### src/rtl/async_rx_pkg.sv
package async_rx_pkg;

  typedef enum logic [2:0] {
    ST_IDLE,
    ST_START,
    ST_DATA,
    ST_PAR,
    ST_STOP
  } rx_state_e;

  // Oversampling factor selected by the rate code
  function automatic logic [6:0] rate_div(input logic [1:0] code);
    case (code)
      2'd0:    return 7'd1;
      2'd1:    return 7'd16;
      default: return 7'd64;
    endcase
  endfunction

  // Number of data bits selected by the length code
  function automatic logic [3:0] char_bits(input logic [1:0] code);
    return 4'd5 + {2'b00, code};
  endfunction

endpackage

### src/rtl/async_rx_ctrl.sv
module async_rx_ctrl
  import async_rx_pkg::*;
#(
  parameter int DIV_W = 7,
  parameter int IDX_W = 4
) (
  input  logic             clk,
  input  logic             rst_n,
  input  logic             tick,
  input  logic             enable,
  input  logic             rxd,
  input  logic             line_q,
  input  logic [DIV_W-1:0] div,
  input  logic [IDX_W-1:0] nbits,
  input  logic             par_en,
  output logic             frame_start,
  output logic             data_stb,
  output logic             par_stb,
  output logic             stop_stb
);

  rx_state_e        state;
  logic [DIV_W-1:0] cnt;
  logic [DIV_W-1:0] half;
  logic [IDX_W-1:0] idx;
  logic             edge_seen;
  logic             at_sample;

  assign half      = div >> 1;
  assign edge_seen = !rxd && line_q;
  assign at_sample = enable && tick && (cnt == '0);

  always_ff @(posedge clk or negedge rst_n) begin
    if (!rst_n) begin
      state <= ST_IDLE;
      cnt   <= '0;
      idx   <= '0;
    end else if (!enable) begin
      state <= ST_IDLE;
      cnt   <= '0;
    end else if (tick) begin
      case (state)
        ST_IDLE: begin
          if (edge_seen) begin
            idx <= '0;
            if (half == '0) begin
              state <= ST_DATA;
              cnt   <= div - 1'b1;
            end else begin
              state <= ST_START;
              cnt   <= half - 1'b1;
            end
          end
        end
        ST_START: begin
          if (cnt == '0) begin
            if (!rxd) begin
              state <= ST_DATA;
              cnt   <= div - 1'b1;
            end else begin
              state <= ST_IDLE;
            end
          end else begin
            cnt <= cnt - 1'b1;
          end
        end
        ST_DATA: begin
          if (cnt == '0) begin
            cnt <= div - 1'b1;
            idx <= idx + 1'b1;
            if (idx == nbits - 1'b1) state <= par_en ? ST_PAR : ST_STOP;
          end else begin
            cnt <= cnt - 1'b1;
          end
        end
        ST_PAR: begin
          if (cnt == '0) begin
            cnt   <= div - 1'b1;
            state <= ST_STOP;
          end else begin
            cnt <= cnt - 1'b1;
          end
        end
        ST_STOP: begin
          if (cnt == '0) state <= ST_IDLE;
          else           cnt   <= cnt - 1'b1;
        end
        default: state <= ST_IDLE;
      endcase
    end
  end

  always_comb begin
    frame_start = enable && tick &&
                  (((state == ST_IDLE) && edge_seen && (half == '0)) ||
                   ((state == ST_START) && (cnt == '0) && !rxd));
    data_stb    = at_sample && (state == ST_DATA);
    par_stb     = at_sample && (state == ST_PAR);
    stop_stb    = at_sample && (state == ST_STOP);
  end

endmodule

### src/rtl/async_rx_shift.sv
module async_rx_shift #(
  parameter int DATA_W = 8,
  parameter int IDX_W  = 4
) (
  input  logic              clk,
  input  logic              rst_n,
  input  logic              frame_start,
  input  logic              data_stb,
  input  logic              par_stb,
  input  logic              stop_stb,
  input  logic              rxd,
  input  logic [IDX_W-1:0]  nbits,
  input  logic              par_odd,
  output logic              char_done,
  output logic [DATA_W-1:0] char_data,
  output logic              char_perr,
  output logic              char_ferr
);

  logic [DATA_W-1:0] shreg;
  logic              ones_acc;
  logic              perr_q;
  logic [IDX_W-1:0]  align;

  assign align = IDX_W'(DATA_W) - nbits;

  always_ff @(posedge clk or negedge rst_n) begin
    if (!rst_n) begin
      shreg    <= '0;
      ones_acc <= 1'b0;
      perr_q   <= 1'b0;
    end else begin
      if (frame_start) begin
        shreg    <= '0;
        ones_acc <= 1'b0;
        perr_q   <= 1'b0;
      end
      if (data_stb) begin
        shreg    <= {rxd, shreg[DATA_W-1:1]};
        ones_acc <= ones_acc ^ rxd;
      end
      if (par_stb) perr_q <= ones_acc ^ rxd ^ par_odd;
    end
  end

  // Bits enter at the top, so a short character is moved down to bit 0
  assign char_done = stop_stb;
  assign char_data = shreg >> align;
  assign char_perr = perr_q;
  assign char_ferr = !rxd;

endmodule

### src/rtl/async_rx_outbuf.sv
module async_rx_outbuf #(
  parameter int DATA_W = 8
) (
  input  logic              clk,
  input  logic              rst_n,
  input  logic              char_done,
  input  logic [DATA_W-1:0] char_data,
  input  logic              char_perr,
  input  logic              char_ferr,
  input  logic              out_ready,
  input  logic              err_clear,
  output logic              out_valid,
  output logic [DATA_W-1:0] out_data,
  output logic              parity_err,
  output logic              framing_err,
  output logic              overrun_err
);

  logic taken;
  assign taken = out_valid && out_ready;

  always_ff @(posedge clk or negedge rst_n) begin
    if (!rst_n) begin
      out_valid   <= 1'b0;
      out_data    <= '0;
      parity_err  <= 1'b0;
      framing_err <= 1'b0;
      overrun_err <= 1'b0;
    end else begin
      if (err_clear) begin
        parity_err  <= 1'b0;
        framing_err <= 1'b0;
        overrun_err <= 1'b0;
      end
      if (char_done) begin
        out_valid <= 1'b1;
        out_data  <= char_data;
        if (char_perr)  parity_err  <= 1'b1;
        if (char_ferr)  framing_err <= 1'b1;
        if (out_valid && !out_ready) overrun_err <= 1'b1;
      end else if (taken) begin
        out_valid <= 1'b0;
      end
    end
  end

endmodule

### src/rtl/async_rx_break.sv
module async_rx_break #(
  parameter int BRK_W = 12
) (
  input  logic             clk,
  input  logic             rst_n,
  input  logic             tick,
  input  logic             rxd,
  input  logic [BRK_W-1:0] thr,
  output logic             break_det
);

  logic [BRK_W-1:0] low_cnt;

  always_ff @(posedge clk or negedge rst_n) begin
    if (!rst_n) begin
      low_cnt   <= '0;
      break_det <= 1'b0;
    end else if (tick) begin
      if (rxd) begin
        low_cnt   <= '0;
        break_det <= 1'b0;
      end else begin
        if (low_cnt < thr) low_cnt <= low_cnt + 1'b1;
        if (low_cnt + 1'b1 >= thr) break_det <= 1'b1;
      end
    end
  end

endmodule

### src/rtl/async_rx.sv
module async_rx
  import async_rx_pkg::*;
#(
  parameter int DATA_W = 8,
  parameter int DIV_W  = 7,
  parameter int BRK_W  = 12
) (
  input  logic              clk,
  input  logic              rst_n,
  input  logic              rx_tick,
  input  logic              rxd,
  input  logic [1:0]        cfg_rate,
  input  logic [1:0]        cfg_len,
  input  logic              cfg_par_en,
  input  logic              cfg_par_odd,
  input  logic              rx_enable,
  input  logic              err_clear,
  output logic              out_valid,
  input  logic              out_ready,
  output logic [DATA_W-1:0] out_data,
  output logic              parity_err,
  output logic              framing_err,
  output logic              overrun_err,
  output logic              break_det
);

  localparam int IDX_W = $clog2(DATA_W + 1);

  logic [DIV_W-1:0] div;
  logic [IDX_W-1:0] nbits;
  logic [IDX_W-1:0] frame_bits;
  logic [BRK_W-1:0] brk_thr;
  logic             line_q;
  logic             frame_start, data_stb, par_stb, stop_stb;
  logic             char_done, char_perr, char_ferr;
  logic [DATA_W-1:0] char_data;

  assign div        = DIV_W'(rate_div(cfg_rate));
  assign nbits      = IDX_W'(char_bits(cfg_len));
  assign frame_bits = nbits + IDX_W'(2) + IDX_W'(cfg_par_en);
  assign brk_thr    = BRK_W'({frame_bits, 1'b0}) * BRK_W'(div);

  // Line level at the previous tick, used to find falling edges
  always_ff @(posedge clk or negedge rst_n) begin
    if (!rst_n)       line_q <= 1'b1;
    else if (rx_tick) line_q <= rxd;
  end

  async_rx_ctrl #(.DIV_W(DIV_W), .IDX_W(IDX_W)) u_ctrl (
    .clk         (clk),
    .rst_n       (rst_n),
    .tick        (rx_tick),
    .enable      (rx_enable),
    .rxd         (rxd),
    .line_q      (line_q),
    .div         (div),
    .nbits       (nbits),
    .par_en      (cfg_par_en),
    .frame_start (frame_start),
    .data_stb    (data_stb),
    .par_stb     (par_stb),
    .stop_stb    (stop_stb)
  );

  async_rx_shift #(.DATA_W(DATA_W), .IDX_W(IDX_W)) u_shift (
    .clk         (clk),
    .rst_n       (rst_n),
    .frame_start (frame_start),
    .data_stb    (data_stb),
    .par_stb     (par_stb),
    .stop_stb    (stop_stb),
    .rxd         (rxd),
    .nbits       (nbits),
    .par_odd     (cfg_par_odd),
    .char_done   (char_done),
    .char_data   (char_data),
    .char_perr   (char_perr),
    .char_ferr   (char_ferr)
  );

  async_rx_outbuf #(.DATA_W(DATA_W)) u_outbuf (
    .clk         (clk),
    .rst_n       (rst_n),
    .char_done   (char_done),
    .char_data   (char_data),
    .char_perr   (char_perr),
    .char_ferr   (char_ferr),
    .out_ready   (out_ready),
    .err_clear   (err_clear),
    .out_valid   (out_valid),
    .out_data    (out_data),
    .parity_err  (parity_err),
    .framing_err (framing_err),
    .overrun_err (overrun_err)
  );

  async_rx_break #(.BRK_W(BRK_W)) u_break (
    .clk       (clk),
    .rst_n     (rst_n),
    .tick      (rx_tick),
    .rxd       (rxd),
    .thr       (brk_thr),
    .break_det (break_det)
  );

endmodule

### config.mk
export PLATFORM = sky130hd
export DESIGN_NAME = async_rx
export DESIGN_NICKNAME = d
export VERILOG_FILES = /design/src/rtl/async_rx_pkg.sv /design/src/rtl/async_rx_ctrl.sv /design/src/rtl/async_rx_shift.sv /design/src/rtl/async_rx_outbuf.sv /design/src/rtl/async_rx_break.sv /design/src/rtl/async_rx.sv
export SDC_FILE = /design/constraint.sdc
export NUM_CORES = 1
export LEC_CHECK = 0
export ABC_AREA = 1
export ABC_CLOCK_PERIOD_IN_PS = 4900
export CAP_MARGIN = 15
export CORE_MARGIN = 2
export CORE_UTILIZATION = 33
export DETAILED_ROUTE_END_ITERATION = 12
export PLACE_DENSITY = 0.61
export SLEW_MARGIN = 20
export SYNTH_ARGS = -nofsm -noshare
export SYNTH_HDL_FRONTEND = slang
export SYNTH_SLANG_ARGS = --single-unit
### constraint.sdc
create_clock -name clk -period 4.9 [get_ports clk]
set_clock_uncertainty 0.15 [all_clocks]
set_input_delay 0.49 -clock clk [delete_from_list [all_inputs] [get_ports clk]]
set_output_delay 0.49 -clock clk [all_outputs]
set_load 0.01 [all_outputs]
==> results.json, run 1 <==
{
  "status": "finished, final reports clean",
  "path_delay_family": "adder cells",
  "grt_pass1_wl_um": 13700,
  "setup.worst_path.start": "cfg_len[0]",
  "yosys.area.top_type": "dfrtp_1",
  "avgSynthCellArea_um2": 7.76,
  "hpwlAfterDp_um": 6260,
  "clkSlewWorstSetupHoldPaths_ns": 0.10,
  "syn_inst": 469,
  "cts-root-buf": "clkbuf_8",
  "crit_buf_inv": 2,
  "drv_cap": 0,
  "powerDensity_nw_per_um2": 415,
  "yosys.area_share.simple": 0.238,
  "max-slew-margin-rel": 0.575,
  "vdd_drop_max_mv": 0.207,
  "clockBufferDepth": 2,
  "grt_setup_unrepaired": "no",
  "fillCellCount": 1102,
  "htree_num_levels": 2,
  "synth_cell_types": 41,
  "min_path_type": "in -> async",
  "worstReg2RegStart": "u_break.low_cnt[2]",
  "synth-main-ff-cell": "dfrtp_1",
  "postCtsSetupBuffers": 0,
  "synth_commonest_cells": "95 x nand2_1, 68 x inv_1, 49 x dfrtp_1",
  "multi_input_area_um2": 2060,
  "synth-async-reset-ratio": 1.00,
  "synth_edf_count": 0,
  "crit_required_ns": 4.94,
  "drive_gt1_frac": 0.0783,
  "leakagePower_uw": 0.00206,
  "ys_ff_latch": 50,
  "yosysMostFrequentCell": "nand2_1",
  "cts-resized-gates": 0,
  "placementRows": 38,
  "worst_pin_slew_ns": 0.638,
  "hold_slack_ns": 0.149,
  "ioPinCount": 26,
  "n_antenna_cell": 0,
  "fin_ws_ns": 0.913,
  "clkLatencyLatePin_ns": 0.29,
  "areaGrowthSynthToFinish_pct": 13.8,
  "vias": 3122,
  "fin_crit_sh": 0.814,
  "r2r_slack_ns": 2.29,
  "slew_viol_final": 0,
  "drtIter0Drc": 202,
  "place.gp.congestion": 0.845,
  "synth_top_area_share": 0.337,
  "cp_slowest_stage_delay_ns": 0.51,
  "reg2reg_depth": 17,
  "cts_sinks": 50,
  "cp_slowest_cell": "clkdlybuf4s50_1",
  "hold_viol": 0,
  "synth_fp_nets": 517,
  "r2r-end": "u_break.break_det",
  "path_common_cell": "ha_1",
  "muxShareOfSynthArea": 0,
  "fin_tns_setup_ns": 0,
  "ys.warnings.count": 0,
  "initial_utilization": 0.337,
  "grt_overflow": 0,
  "power_uw": 1720,
  "ys_top_cells_by_area": "dfrtp_1 34%, ha_1 12%, nand2_1 9.8%, inv_1 7.0%, nand3_1 4.8%",
  "cts_hold_buf": 0,
  "portBuffers": 25,
  "die_y_um": 109,
  "drtPass1Iterations": 4,
  "synth-xor-area-share": 0.0598,
  "track_usage": 0.144,
  "totalWireLength_um": 8040,
  "via_per_inst": 4.89,
  "arrival_ns": 4.02,
  "critical_path_class": "in -> reg",
  "synthAdderAreaFrac": 0.120,
  "ant_nets": 0,
  "cp_max_fo": 12,
  "critPathLaunchType": "input pin",
  "grt_pass1_vias": 2943,
  "cp-end-kind": "flop",
  "avgRoutedWirePerCell_um": 12.6,
  "dp_slack_ns": 0.578,
  "die_area_um2": 11900,
  "drc_errors": 0,
  "antenna_found_initial": 0,
  "die_x_um": 109,
  "grt_start_max_net_pins": 51,
  "setup_violations": 0,
  "crit_chain": "clkdlybuf4s50_1 > inv_1 > ha_1 > a21oi_1 > xor2_1 > nor2_1 > ha_1 > ha_1 > ha_1 > xnor2_1 > ha_1 > nand3b_1 > o21ai_0 > nor2_1 > nand2_2 > nand3_1 > o21ai_0",
  "ys_seq_area_frac": 0.344,
  "min_period_ns": 3.99,
  "finalNetCount": 545,
  "fmax_mhz": 251,
  "synth_compound_area_frac": 0.148,
  "numCtsBuffers": 5,
  "core_um2": 10800,
  "ff_latch_area_um2": 1250,
  "synth_top_family_by_area": "simple AND/OR/NAND/NOR gates",
  "cts_tree": "built",
  "synth_area_um2": 3640
}
==> report_power, final <==
| part | internal [uW] | leakage, uW | switching [uW] |
|---|---|---|---|
| clock | 153 | 0.0000524 | 139 |
| sequential | 523 | 0.000672 | 86.8 |
| combinational | 317 | 0.00134 | 499 |
| total | 994 | 0.00206 | 724 |
==> final cells by class <==
class,instances,area share
clock buffer,7,0.0184
timing repair buffer,27,0.0628
inverter,76,0.0695
multi-input combinational,337,0.497
clock inverter,1,0.00725
tap,140,0.0423
sequential,50,0.302
==> metal layers <==
| metal | wire (um) | up-vias | share of wire | GRT usage |
|---|---|---|---|---|
| met2 | 3810 | 56 | 0.47 | 0.239 |
| li1 | - | 1601 | - | - |
| met5 | 0 | - | 0 | 0 |
| met1 | 3870 | 1461 | 0.48 | 0.196 |
| met3 | 295 | 4 | 0.037 | 0.0245 |
| met4 | 71 | 0 | 0.0088 | 0.0330 |
==> layout by cell type, fill, tap and decap left out, types with 17 or more instances in the layout <==
| master | synthesis | final |
|---|---|---|
| a21oi_1 | 18 | 18 |
| clkdlybuf4s50_1 | 0 | 24 |
| dfrtp_1 | 49 | 49 |
| ha_1 | 35 | 35 |
| inv_1 | 68 | 68 |
| nand2_1 | 95 | 95 |
| nand3_1 | 35 | 35 |
| nor2_1 | 32 | 32 |
| o21ai_0 | 25 | 25 |
| o21ai_1 | 17 | 17 |
==> sequential cells by signal (all words and copies together), names as in the netlist, 3 cells and up <==
signal / cells
u_outbuf.out_data: 8
u_ctrl.state: 3
u_ctrl.cnt: 7
u_ctrl.idx: 4
u_shift.shreg: 8
u_break.low_cnt: 12
==> cells by family (layout without fill, tap and decap cells) <==
family	count (synthesis)	after routing
compound gates	89	89
xor+xnor	24	24
fa+ha+maj	35	35
buf+inv	82	111
flops	50	50
simple gates	189	189
==> worst max-delay path by stage <==
| stage | endpoint | slack, ns | cells after the start |
|---|---|---|---|
| 4_1_cts | u_break.low_cnt[1] | 0.90 | 17 |
| 3_5_place_dp | u_break.low_cnt[1] | 0.58 | 17 |
| 5_1_grt | u_break.low_cnt[1] | 0.52 | 18 |
| 2_1_floorplan | u_break.low_cnt[11] | 1.47 | 17 |
| 6_report | u_break.low_cnt[1] | 0.91 | 17 |
| 3_3_place_gp | u_break.low_cnt[0] | 0.70 | 17 |
==> stage by stage <==
stage                      util  area [um2]  cells
final                     0.384        4140    638
after global routing      0.384        4140    638
after CTS                 0.384        4140    638
after detailed placement  0.374        4040    630
after global placement    0.374        4040    630
after floorplan               -        3640    469
Note: power is estimated with default switching activity, not from simulation.
==> inputs of run 2 (changes only) <==
--- a/config.mk
+++ b/config.mk
@@ -6,7 +6,7 @@
 export NUM_CORES = 1
 export LEC_CHECK = 0
 export ABC_AREA = 1
-export ABC_CLOCK_PERIOD_IN_PS = 4900
+export ABC_CLOCK_PERIOD_IN_PS = 4000
 export CAP_MARGIN = 15
 export CORE_MARGIN = 2
 export CORE_UTILIZATION = 33
==> constraint.sdc (replaced) <==
create_clock -name clk -period 4 [get_ports clk]
set_clock_uncertainty 0.15 [all_clocks]
set_input_delay 0.4 -clock clk [delete_from_list [all_inputs] [get_ports clk]]
set_output_delay 0.4 -clock clk [all_outputs]
set_load 0.01 [all_outputs]
==> run 2 against run 1 <==
Against the previous run: critical path depth increased by 3; combinational power up 25%; total power increased by 20%; first-iteration DRC count decreased by 13%; register-to-register slack lost 0.88 ns; sequential share of layout area decreased by 0.34 points; highest routed layer unchanged; sequential cell count unchanged; via count rose by 1.9%; clock-buffer cell count down 1; largest cell class unchanged; cell count increased by 1.3%.
==> results.json, run 2 (synthesis results as in run 1) <==
{
  "status": "finished, final reports clean",
  "slew_viol_final": 0,
  "crit_buf_inv": 6,
  "totalWireLength_um": 8130,
  "final_cells": 646,
  "postCtsSetupBuffers": 0,
  "numCtsBuffers": 5,
  "portBuffers": 25,
  "die_y_um": 109,
  "dpl_cell_area_um2": 4100,
  "antenna_found_initial": 0,
  "final_cell_mix": "95 x nand2_1, 68 x inv_1, 49 x dfrtp_1, 35 x nand3_1, 35 x ha_1",
  "crit_chain": "clkdlybuf4s50_1 > inv_1 > ha_1 > inv_1 > ha_1 > xnor2_1 > nor2_1 > ha_1 > ha_1 > ha_1 > inv_1 > ha_1 > a21oi_1 > o21ai_0 > nor2_1 > buf_4 > nand3_4 > inv_2 > nand2_1 > nand2_1",
  "hpwlAfterDp_um": 6460,
  "finalNetCount": 553,
  "die_area_um2": 11900,
  "critPathLaunchType": "input pin",
  "cts_sinks": 50,
  "crit_required_ns": 4.09,
  "power_uw": 2070,
  "path_delay_family": "adder cells",
  "areaGrowthSynthToFinish_pct": 15.1,
  "regMostFlops": "u_break.low_cnt",
  "dpl.cell_count": 638,
  "layout_commonest_cell": "nand2_1",
  "setup_violations": 0,
  "n_antenna_cell": 0,
  "max-slew-margin-rel": 0.564,
  "clockBufferDepth": 2,
  "placementRows": 38,
  "worst_pin_slew_ns": 0.654,
  "cts_tree": "built",
  "track_usage": 0.151,
  "min_path_type": "in -> async",
  "leakagePower_uw": 0.00209,
  "grt_start_max_net_pins": 51,
  "via_per_inst": 4.93,
  "initial_utilization": 0.337,
  "grt_setup_unrepaired": "no",
  "avgRoutedWirePerCell_um": 12.6,
  "cp_slowest_cell": "clkdlybuf4s50_1",
  "drive_gt1_frac": 0.0968,
  "largest_reg_flops": 12,
  "critical_path_class": "in -> reg",
  "place.gp.congestion": 0.818,
  "fin_area_um2": 4190,
  "drc_errors": 0,
  "core_um2": 10800,
  "cts-root-buf": "clkbuf_8",
  "drtPass1Iterations": 4,
  "cp-end-kind": "flop",
  "vdd_drop_max_mv": 0.243,
  "grt_overflow": 0,
  "grt_pass1_vias": 3143,
  "cp_max_fo": 9,
  "drv_cap": 0,
  "htree_num_levels": 2,
  "clkSlewWorstSetupHoldPaths_ns": 0.10,
  "path_common_cell": "ha_1",
  "cts-resized-gates": 0,
  "fin_crit_sh": 0.911,
  "arrival_ns": 3.74,
  "min_period_ns": 3.64,
  "clkLatencyLatePin_ns": 0.30,
  "cts_hold_buf": 0,
  "vias": 3182,
  "ant_nets": 0,
  "reg_top3": "u_break.low_cnt (12), u_outbuf.out_data (8), u_shift.shreg (8)",
  "cp_slowest_stage_delay_ns": 0.52,
  "grt_pass1_wl_um": 14300,
  "powerDensity_nw_per_um2": 494,
  "ioPinCount": 26,
  "die_x_um": 109,
  "hold_viol": 0,
  "fmax_mhz": 275,
  "drtIter0Drc": 175,
  "fin_tns_setup_ns": 0
}
-- run 2: changes by cell type in the layout (fill, tap and decap cells not counted), sizes merged --
cell    delta
buf        +8
clkinv     +1
bufinv     -1
clkbuf     -1
inv        +1
-- run 2: worst reg2reg max path, stage by stage (launching register included) --
cell and delay, ns:
dfrtp_1 0.45, nand2_1 0.08, nor2_1 0.20, nand3_1 0.18
xnor2_1 0.33, ha_1 0.31, a21oi_1 0.16, nor2_1 0.06
nor3_1 0.13, nand2_1 0.12, nand2_1 0.08, nand2_1 0.04
nand2_1 0.05, nand2_1 0.04, nand2_1 0.05, a21oi_1 0.06
-- run 2: stage by stage --
stage          hold slack, ns   util  worst slack [ns]
6_report               0.0424  0.388             0.357
5_1_grt                 0.102  0.388            0.0103
4_1_cts                0.0727  0.387             0.324
3_5_place_dp            0.303  0.379            0.0153
3_3_place_gp            0.301  0.379             0.126
2_1_floorplan         -0.0456      -             0.661
-- run 2: per-layer routing --
layer	track usage	up-vias	routed length, um
li1	-	1613	-
met1	0.201	1521	3980
met2	0.252	38	3810
met3	0.0263	10	230
met4	0.0403	0	116
met5	0	-	0
-- run 2: where the power goes --
group / internal [uW] / total (uW) / leakage (uW) / switching (uW)
Clock: 125 / 301 / 0.0000456 / 176
Combinational: 399 / 1020 / 0.00138 / 620
Sequential: 641 / 748 / 0.000672 / 107
-- run 2: final cells by class --
cell class	instances	area, um2
fillers	1090	6600
clock inverters	2	13.8
flip-flops and latches	50	1250
well taps	140	175
repair buffers	35	320
inverters	76	288
multi-input cells	337	2070
clock buffers	6	72.6
-- run 2: worst paths after layout --
| check | start | end | slack, ns | cells past startpoint |
|---|---|---|---|---|
| worst max-delay path | cfg_len[1] | u_break.low_cnt[5] | 0.36 | 20 |
| worst min-delay path | rst_n | u_outbuf.out_data[4] | 0.04 | 2 |
| worst max register to register | u_break.low_cnt[2] | u_break.break_det | 1.41 | 15 |
| worst min register to register | line_q | line_q | 0.31 | 2 |
| max in group asynchronous | rst_n | u_break.low_cnt[1] | 3.21 | 2 |
| min in group clk | line_q | line_q | 0.31 | 2 |
==> inputs of run 3 (changes only) <==
--- a/config.mk
+++ b/config.mk
@@ -11,6 +11,7 @@
 export CORE_MARGIN = 2
 export CORE_UTILIZATION = 33
 export DETAILED_ROUTE_END_ITERATION = 12
+export GPL_TIMING_DRIVEN = 0
 export PLACE_DENSITY = 0.61
 export SLEW_MARGIN = 20
 export SYNTH_ARGS = -nofsm -noshare
==> run 3 against run 2 <==
Against the previous run: die area is the same; cell count shrank 0.62%; final area grew 0.42%; first-iteration DRC count shrank 1.1%; worst setup slack lost 0.0091 ns; sequential cell count is the same; largest cell class unchanged; global-route usage shrank 0.33 points.
==> results.json, run 3 (synthesis results as in run 1) <==
{
  "p_switching_uw": 915,
  "min_period_ns": 3.65,
  "final_util": 0.390,
  "largest_reg_flops": 12,
  "combPwrFrac": 0.473,
  "crit_required_ns": 4.04,
  "via_per_inst": 4.85,
  "n_antenna_cell": 0,
  "grt_setup_unrepaired": "no",
  "ant_nets": 0,
  "fin_crit_sh": 0.913,
  "clkSlewWorstSetupHoldPaths_ns": 0.11,
  "clkLatencyLatePin_ns": 0.31,
  "reg_top3": "u_break.low_cnt (12), u_outbuf.out_data (8), u_shift.shreg (8)",
  "final_cell_mix": "95 x nand2_1, 68 x inv_1, 49 x dfrtp_1, 35 x nand3_1, 34 x ha_1",
  "fin_ws_ns": 0.348,
  "avgRoutedWirePerCell_um": 12.5,
  "numCtsBuffers": 5,
  "netSwitchingFraction": 0.428,
  "grt_pass1_vias": 3107,
  "clockBufferDepth": 2,
  "vias": 3116,
  "track_usage": 0.148,
  "seqPwrFrac": 0.350,
  "cts_sinks": 50,
  "drtPass1Iterations": 4,
  "dp_slack_ns": -0.421,
  "cts-root-buf": "clkbuf_8",
  "areaGrowthSynthToFinish_pct": 15.6,
  "final_cells": 642,
  "grt_overflow": 0,
  "cp-end-kind": "flop",
  "htree_num_levels": 2,
  "cp_max_fo": 10,
  "critPathLaunchType": "input pin",
  "placementRows": 38,
  "power_uw": 2140,
  "max-slew-margin-rel": 0.562,
  "drive_gt1_frac": 0.0936,
  "drtIter0Drc": 173,
  "dpl.cell_count": 633,
  "fmax_mhz": 274,
  "status": "finished, final reports clean",
  "drv_cap": 0,
  "min_path_type": "in -> reg",
  "die_y_um": 109,
  "drc_errors": 0,
  "setup_violations": 0,
  "grt_start_max_net_pins": 51,
  "ioPinCount": 26,
  "totalWireLength_um": 8010,
  "cts_tree": "built",
  "initial_utilization": 0.337,
  "leakagePower_uw": 0.00210,
  "power.internal_uw": 1230,
  "hold_viol": 0,
  "portBuffers": 24,
  "slew_viol_final": 0,
  "fin_tns_setup_ns": 0,
  "grt_pass1_wl_um": 14100,
  "arrival_ns": 3.69,
  "die_area_um2": 11900,
  "worst_pin_slew_ns": 0.657,
  "die_x_um": 109,
  "vdd_drop_max_mv": 0.346,
  "layout_commonest_cell": "nand2_1",
  "hpwlAfterDp_um": 6300,
  "place.gp.congestion": 0.908,
  "critical_path_class": "in -> reg",
  "powerDensity_nw_per_um2": 509,
  "clockPowerShare": 0.177,
  "core_um2": 10800,
  "antenna_found_initial": 0,
  "regMostFlops": "u_break.low_cnt",
  "finalNetCount": 549
}
==> run 3: changes by cell type in the layout (fill, tap and decap cells not counted), moves of 2 or more <==
| cell | previous run | this run |
|---|---|---|
| dlymetal6s2s_1 | 0 | 2 |
| clkdlybuf4s50_1 | 24 | 21 |
| buf_6 | 0 | 2 |
| clkbuf_1 | 1 | 3 |
| buf_4 | 10 | 1 |
==> run 3: power by group through the flow <==
| stage | clock (uW) | combinational (uW) | sequential [uW] |
|---|---|---|---|
| 2_1_floorplan | 0 | 743 | 748 |
| 3_5_place_dp | 0 | 1000 | 761 |
| 4_1_cts | 386 | 1020 | 750 |
| 3_3_place_gp | 0 | 986 | 753 |
| 6_report | 380 | 1010 | 749 |
| 5_1_grt | 407 | 1150 | 770 |
==> run 3: cell type report <==
type                       count  area [um2]
buffer                         6        38.8
inverter                      76         288
clock inverter                 3        47.5
fill                        1103        6590
clock buffer                   5        68.8
timing repair buffer          25         253
sequential                    50        1250
tap                          140         175
multi-input combinational    337        2080
==> run 3: layer usage <==
metal  GRT usage  vias to the layer above  wire length [um]
li1            -                     1608                 -
met1       0.193                     1474              3910
met2       0.251                       25              3840
met3      0.0209                        9               171
met4      0.0467                        0                93
met5           0                        -                 0
==> run 3: final timing paths <==
check                                            end          startpoint  cells past startpoint  slack, ns
min in group asynchronous       u_outbuf.out_data[1]               rst_n                      2       0.50
worst min-delay path                   u_ctrl.cnt[5]           rx_enable                      3       0.27
worst max-delay path              u_break.low_cnt[6]         cfg_rate[0]                     18       0.35
worst min register to register                line_q              line_q                      2       0.32
worst max register to register     u_break.break_det  u_break.low_cnt[0]                     17       1.40
max in group asynchronous         u_break.low_cnt[2]               rst_n                      2       2.76
==> run 3: stage by stage <==
| stage | hold WS (ns) | cell area (um2) |
|---|---|---|
| 5_1_grt | 0.290 | 4210 |
| 4_1_cts | 0.267 | 4200 |
| 2_1_floorplan | -0.0456 | 3640 |
| 6_report | 0.273 | 4210 |
| 3_5_place_dp | 0.307 | 4050 |
| 3_3_place_gp | 0.303 | 4050 |
==> run 3: what timing repair did <==
item	CTS	global route
gates resized for setup	3	4
endpoints found under the hold margin	27	0
buffers inserted	0	0
setup endpoints to repair	12	12
gates cloned	0	0
pin swaps	0	1
hold buffers	1	0
==> run 3: worst max-delay path, stage by stage <==
cell and delay (ns):
clkdlybuf4s50_1 0.49, nor2_4 0.25, inv_4 0.09, ha_1 0.25
inv_1 0.14, nor2_1 0.06, ha_1 0.29, ha_1 0.21
ha_1 0.27, inv_1 0.06, ha_1 0.31, a21oi_1 0.14
o21ai_0 0.12, nor2_2 0.21, nand2_2 0.11, buf_6 0.15
nand3_1 0.07, o21ai_1 0.07
